$ cat config.mk
export PLATFORM = sky130hd
export DESIGN_NAME = ret_addr_stack
export DESIGN_NICKNAME = d
export VERILOG_FILES = /design/src/rtl/rstk_pkg.sv /design/src/rtl/rstk_rst_sync.sv /design/src/rtl/rstk_ptr.sv /design/src/rtl/rstk_mem.sv /design/src/rtl/ret_addr_stack.sv
export SDC_FILE = /design/constraint.sdc
export NUM_CORES = 1
export LEC_CHECK = 0
export BUFFER_PORTS_ARGS = -buffer_cell sky130_fd_sc_hd__buf_2
export CAP_MARGIN = 20
export CORE_MARGIN = 8
export CORE_UTILIZATION = 55
export DETAILED_ROUTE_END_ITERATION = 16
export PLACE_DENSITY = 0.74
export SYNTH_ARGS = -nofsm -noshare
export SYNTH_HDL_FRONTEND = slang
export SYNTH_SLANG_ARGS = --single-unit
$ cat constraint.sdc
create_clock -name clk -period 3.3 [get_ports clk]
set_input_delay 0.495 -clock clk [delete_from_list [all_inputs] [get_ports clk]]
set_output_delay 0.495 -clock clk [all_outputs]
set_load 0.02 [all_outputs]
$ cat src/rtl/rstk_pkg.sv
`timescale 1ns/1ps
package rstk_pkg;
  typedef enum logic [1:0] {
    OP_IDLE = 2'd0,
    OP_PUSH = 2'd1,
    OP_POP  = 2'd2
  } rstk_op_e;

  // push dominates a coincident pop
  function automatic rstk_op_e rstk_decode(input logic push, input logic pop);
    if (push)     return OP_PUSH;
    else if (pop) return OP_POP;
    else          return OP_IDLE;
  endfunction
endpackage

$ cat src/rtl/rstk_rst_sync.sv
`timescale 1ns/1ps
module rstk_rst_sync #(
  parameter int STAGES = 2
) (
  input  logic clk,
  input  logic arst_n,
  output logic rst_q_n
);
  logic [STAGES-1:0] sync_q;

  always_ff @(posedge clk or negedge arst_n) begin
    if (!arst_n) sync_q <= '0;
    else         sync_q <= {sync_q[STAGES-2:0], 1'b1};
  end

  assign rst_q_n = sync_q[STAGES-1];
endmodule

$ cat src/rtl/rstk_ptr.sv
`timescale 1ns/1ps
module rstk_ptr
  import rstk_pkg::*;
#(
  parameter int PW = 3
) (
  input  logic          clk,
  input  logic          rst_n,
  input  rstk_op_e      op,
  output logic [PW-1:0] ptr_q
);
  logic [PW-1:0] ptr_d;
  logic          ptr_en;

  always_comb begin
    ptr_d  = ptr_q;
    ptr_en = 1'b0;
    unique case (op)
      OP_PUSH: begin ptr_d = ptr_q + 1'b1; ptr_en = 1'b1; end
      OP_POP:  begin ptr_d = ptr_q - 1'b1; ptr_en = 1'b1; end
      default: begin ptr_d = ptr_q;        ptr_en = 1'b0; end
    endcase
  end

  always_ff @(posedge clk or negedge rst_n) begin
    if (!rst_n)      ptr_q <= '0;
    else if (ptr_en) ptr_q <= ptr_d;
  end
endmodule

$ cat src/rtl/rstk_mem.sv
`timescale 1ns/1ps
module rstk_mem #(
  parameter int AW    = 13,
  parameter int DEPTH = 8,
  localparam int PW   = $clog2(DEPTH)
) (
  input  logic          clk,
  input  logic          rst_n,
  input  logic          wr_en,
  input  logic [PW-1:0] wr_idx,
  input  logic [AW-1:0] wr_data,
  input  logic [PW-1:0] rd_idx,
  output logic [AW-1:0] rd_data
);
  logic [AW-1:0] slot_q [DEPTH];

  for (genvar g = 0; g < DEPTH; g++) begin : g_slot
    logic slot_en;
    assign slot_en = wr_en && (wr_idx == PW'(g));

    always_ff @(posedge clk or negedge rst_n) begin
      if (!rst_n)       slot_q[g] <= '0;
      else if (slot_en) slot_q[g] <= wr_data;
    end
  end

  assign rd_data = slot_q[rd_idx];
endmodule

$ cat src/rtl/ret_addr_stack.sv
`timescale 1ns/1ps
module ret_addr_stack
  import rstk_pkg::*;
#(
  parameter int AW    = 13,
  parameter int DEPTH = 8
) (
  input  logic          clk,
  input  logic          rst_n,
  input  logic          push_i,
  input  logic          pop_i,
  input  logic [AW-1:0] push_addr_i,
  output logic [AW-1:0] tos_o
);
  localparam int PW = $clog2(DEPTH);

  logic          rst_q_n;
  rstk_op_e      op;
  logic [PW-1:0] ptr_q;
  logic [PW-1:0] top_idx;
  logic          wr_en;

  rstk_rst_sync #(.STAGES(2)) u_rst_sync (
    .clk     (clk),
    .arst_n  (rst_n),
    .rst_q_n (rst_q_n)
  );

  assign op      = rstk_decode(push_i, pop_i);
  assign wr_en   = (op == OP_PUSH);
  assign top_idx = ptr_q - 1'b1;

  rstk_ptr #(.PW(PW)) u_ptr (
    .clk   (clk),
    .rst_n (rst_q_n),
    .op    (op),
    .ptr_q (ptr_q)
  );

  rstk_mem #(.AW(AW), .DEPTH(DEPTH)) u_mem (
    .clk     (clk),
    .rst_n   (rst_q_n),
    .wr_en   (wr_en),
    .wr_idx  (ptr_q),
    .wr_data (push_addr_i),
    .rd_idx  (top_idx),
    .rd_data (tos_o)
  );
endmodule

==> reports/metrics.yaml <==
floorplanning:
  io_pins: 30
  initial_standard_cell_utilization_of_the_core_pct: 56.4
  placeableCoreArea_um2: 9150
  std_cell_rows: 35
  die_width_um: 113
  fp.dieH_um: 113
  floorplan.die_area_um2: 12700
clocking:
  cts-resized-gates: 0
  cts_htree_levels: 3
  clock_tree_from_tritoncts: "yes"
  postCtsSetupRepairBufs: 0
  clock_pin_slew_on_the_worst_setup_and_hold_paths_ns: 0.10
  cts.sink_count: 109
  numCtsBuffers: 9
  clock-root-buffer: "clkbuf_8"
  cts.hold.buffers_added: 1
  cts-root-to-sink-buffers: 2
  clk_latency_ns: 0.36
cells_and_area:
  insertedDiodeCount: 0
  final_nets: 430
  layout-drive-gt1-share_pct: 28.2
  filler_cell_count: 725
  area_growth_pct: 8.22
global_route:
  grt-ovfl-total: 0
  number_of_antenna_violations_at_the_first_check_in_global_routing: 0
  gr-usage-all-layers_pct: 16.9
  grt_max_degree: 70
  first_pass_grt_wire_length_um: 16900
  globalRouteMet2Util_pct: 29.6
  grt.busiest_layer: "met2"
  use_met1_pct: 20.5
  grtUsageMet3_pct: 3.25
  first_global_vias: 3297
logic_synthesis:
  asyncSetResetFlopFracSynth_pct: 100
  synthDominantCellAreaShare_pct: 52.9
  synthesized_netlist_net_count: 408
  synth-seq-cells: 109
  synth.avg_cell_area_um2: 13.4
  synth_area_um2: 5160
  synth.lib_cells_used.distinct: 23
  synth.most_common_cell: "dfrtp_1"
  synthDominantAreaCellType: "dfrtp_1"
  synthCells: 384
  ys_warn_count: 0
  top_cells_by_area_synth: "dfrtp_1 (53%), mux2_2 (13%), mux2i_1 (10%), mux2_1 (10%), nand3_1 (5.3%)"
  synth_seq_area_share_pct: 52.9
  synth_common_cells: "dfrtp_1 (109), mux2_2 (58), nand3_1 (55), mux2i_1 (53), mux2_1 (46)"
  postSynth.topFlopCell: "dfrtp_1"
  synth_enable_flop_cells: 0
sta:
  tightest_slew_ns: 0.985
  final_min_period_over_clock_period_pct: 92.2
  fin_crit_ns: 3.04
  fin_setup_tns_ns: 0
  hold_viol_final: 0
  finalClockSkew_ns: 0.00640
  timing_max_transition_violations_final: 0
  max_freq_ghz: 0.329
  unrepaired_setup_endpoints_after_global_routing: "false"
  setup_violations: 0
  relSlewSlack_pct: 34.2
drt:
  drtPass1Iterations: 4
  drt-vias-per-instance: 5.95
  drt_iter0_markers: 121
  antenna_violating_nets_post_route: 0
  finalWirelength_um: 10100
  route.vias.total: 3105
  drcViolationCount: 0
  wl_per_cell_um: 19.3
critical_path:
  worst_ep_arrival_time_ns: 2.55
  critPathCaptureType: "output port"
  critical_path_fanouts_max: 48
  startpoint_type: "flip-flop"
  critical_path_data_required_time_ns: 2.80
  worstSetupPathType: "reg2out"
  r2r_cells: 5
worst_hold_path:
  hp-class: "reg2reg"
  worstHoldPathCells: 0
status:
  outcome: "finished, final reports clean"
place:
  port-buffer-count: 29
  place.gp.congestion: 0.732
  dp_hpwl_um: 6210
flow_run:
  max_cap_violations: 0
## flip-flops by register name, indices dropped and copies added (netlist names)
register	cells
u_mem.slot_q	104
u_rst_sync.sync_q	2
u_ptr.ptr_q	3
## cells in the final DEF (no fill, tap or decap), drive strengths merged
cell | Yosys | final
xor2 | 1 | 1
dfrtp | 109 | 109
nand2 | 6 | 6
conb | 1 | 1
nor3b | 1 | 1
clkbuf | 3 | 11
buf | 22 | 35
mux2i | 53 | 53
and4 | 13 | 13
nor2 | 1 | 1
nand3 | 55 | 55
a221o | 1 | 1
ha | 7 | 7
mux2 | 104 | 104
and2b | 1 | 1
inv | 3 | 6
dlygate4sd3 | 0 | 1
clkinv | 0 | 2
xnor2 | 3 | 3
## cell families (layout without fill, tap and decap cells)
logic type,count (synthesis),count (layout),synth area share (%)
flip-flops,109,109,52.9
AND/OR/NAND/NOR,77,77,8.49
AO/OA/AOI/OAI,1,1,0.194
XOR/XNOR,4,4,0.970
other,1,1,0.0727
adder cells (fa/ha/maj),7,7,1.70
buffers and inverters,28,55,2.74
multiplexers,157,157,33.0
## critical path: stages, from the launching register on
cell and delay, ns:
dfrtp_1 0.42, inv_1 0.11, ha_2 0.47, buf_12 0.34
mux2i_1 0.30, nand3_1 0.10, and4_1 0.22, buf_2 0.16
## area by class of cell
type                            count  area [µm²]  share of cell area (%)
Sequential cell                   109        2730                    48.9
Multi-Input combinational cell    247        2290                    41.1
Timing Repair Buffer               36         225                    4.03
Clock buffer                       11         141                    2.53
Tap cell                          111         139                    2.49
Clock inverter                      5        42.5                   0.762
Inverter                            3        11.3                   0.202
## final timing paths
kind                                      start                   end  slack [ns]
min                        u_rst_sync.sync_q[0]  u_rst_sync.sync_q[1]        0.36
min in group asynchronous                 rst_n  u_rst_sync.sync_q[0]        0.43
max in group asynchronous  u_rst_sync.sync_q[1]      u_mem.slot_q[53]        2.14
max                              u_ptr.ptr_q[1]              tos_o[6]        0.26
max reg2reg                      u_ptr.ptr_q[0]      u_mem.slot_q[17]        0.96
min reg2reg                u_rst_sync.sync_q[0]  u_rst_sync.sync_q[1]        0.36
## metal layers
metal | wire [µm] | vias up
met4 | 107 | 0
met5 | 0 | -
met1 | 4630 | 1620
met3 | 269 | 11
met2 | 5060 | 43
li1 | - | 1431
## stage by stage
step	instance area (µm²)	worst slack (ns)	hold WS (ns)	util (%)	cells
detailed placement	5390	0.690	0.283	58.9	505
finish	5580	0.257	0.363	61.0	522
CTS	5580	0.272	0.366	61.0	522
global route	5580	0.166	0.369	61.0	522
floorplan	5160	0.0387	0.199	-	384
global placement	5390	0.715	0.281	58.9	505
Power is not shown: default switching activity piles up to over one toggle a cycle in this logic, so the estimate is an artifact.
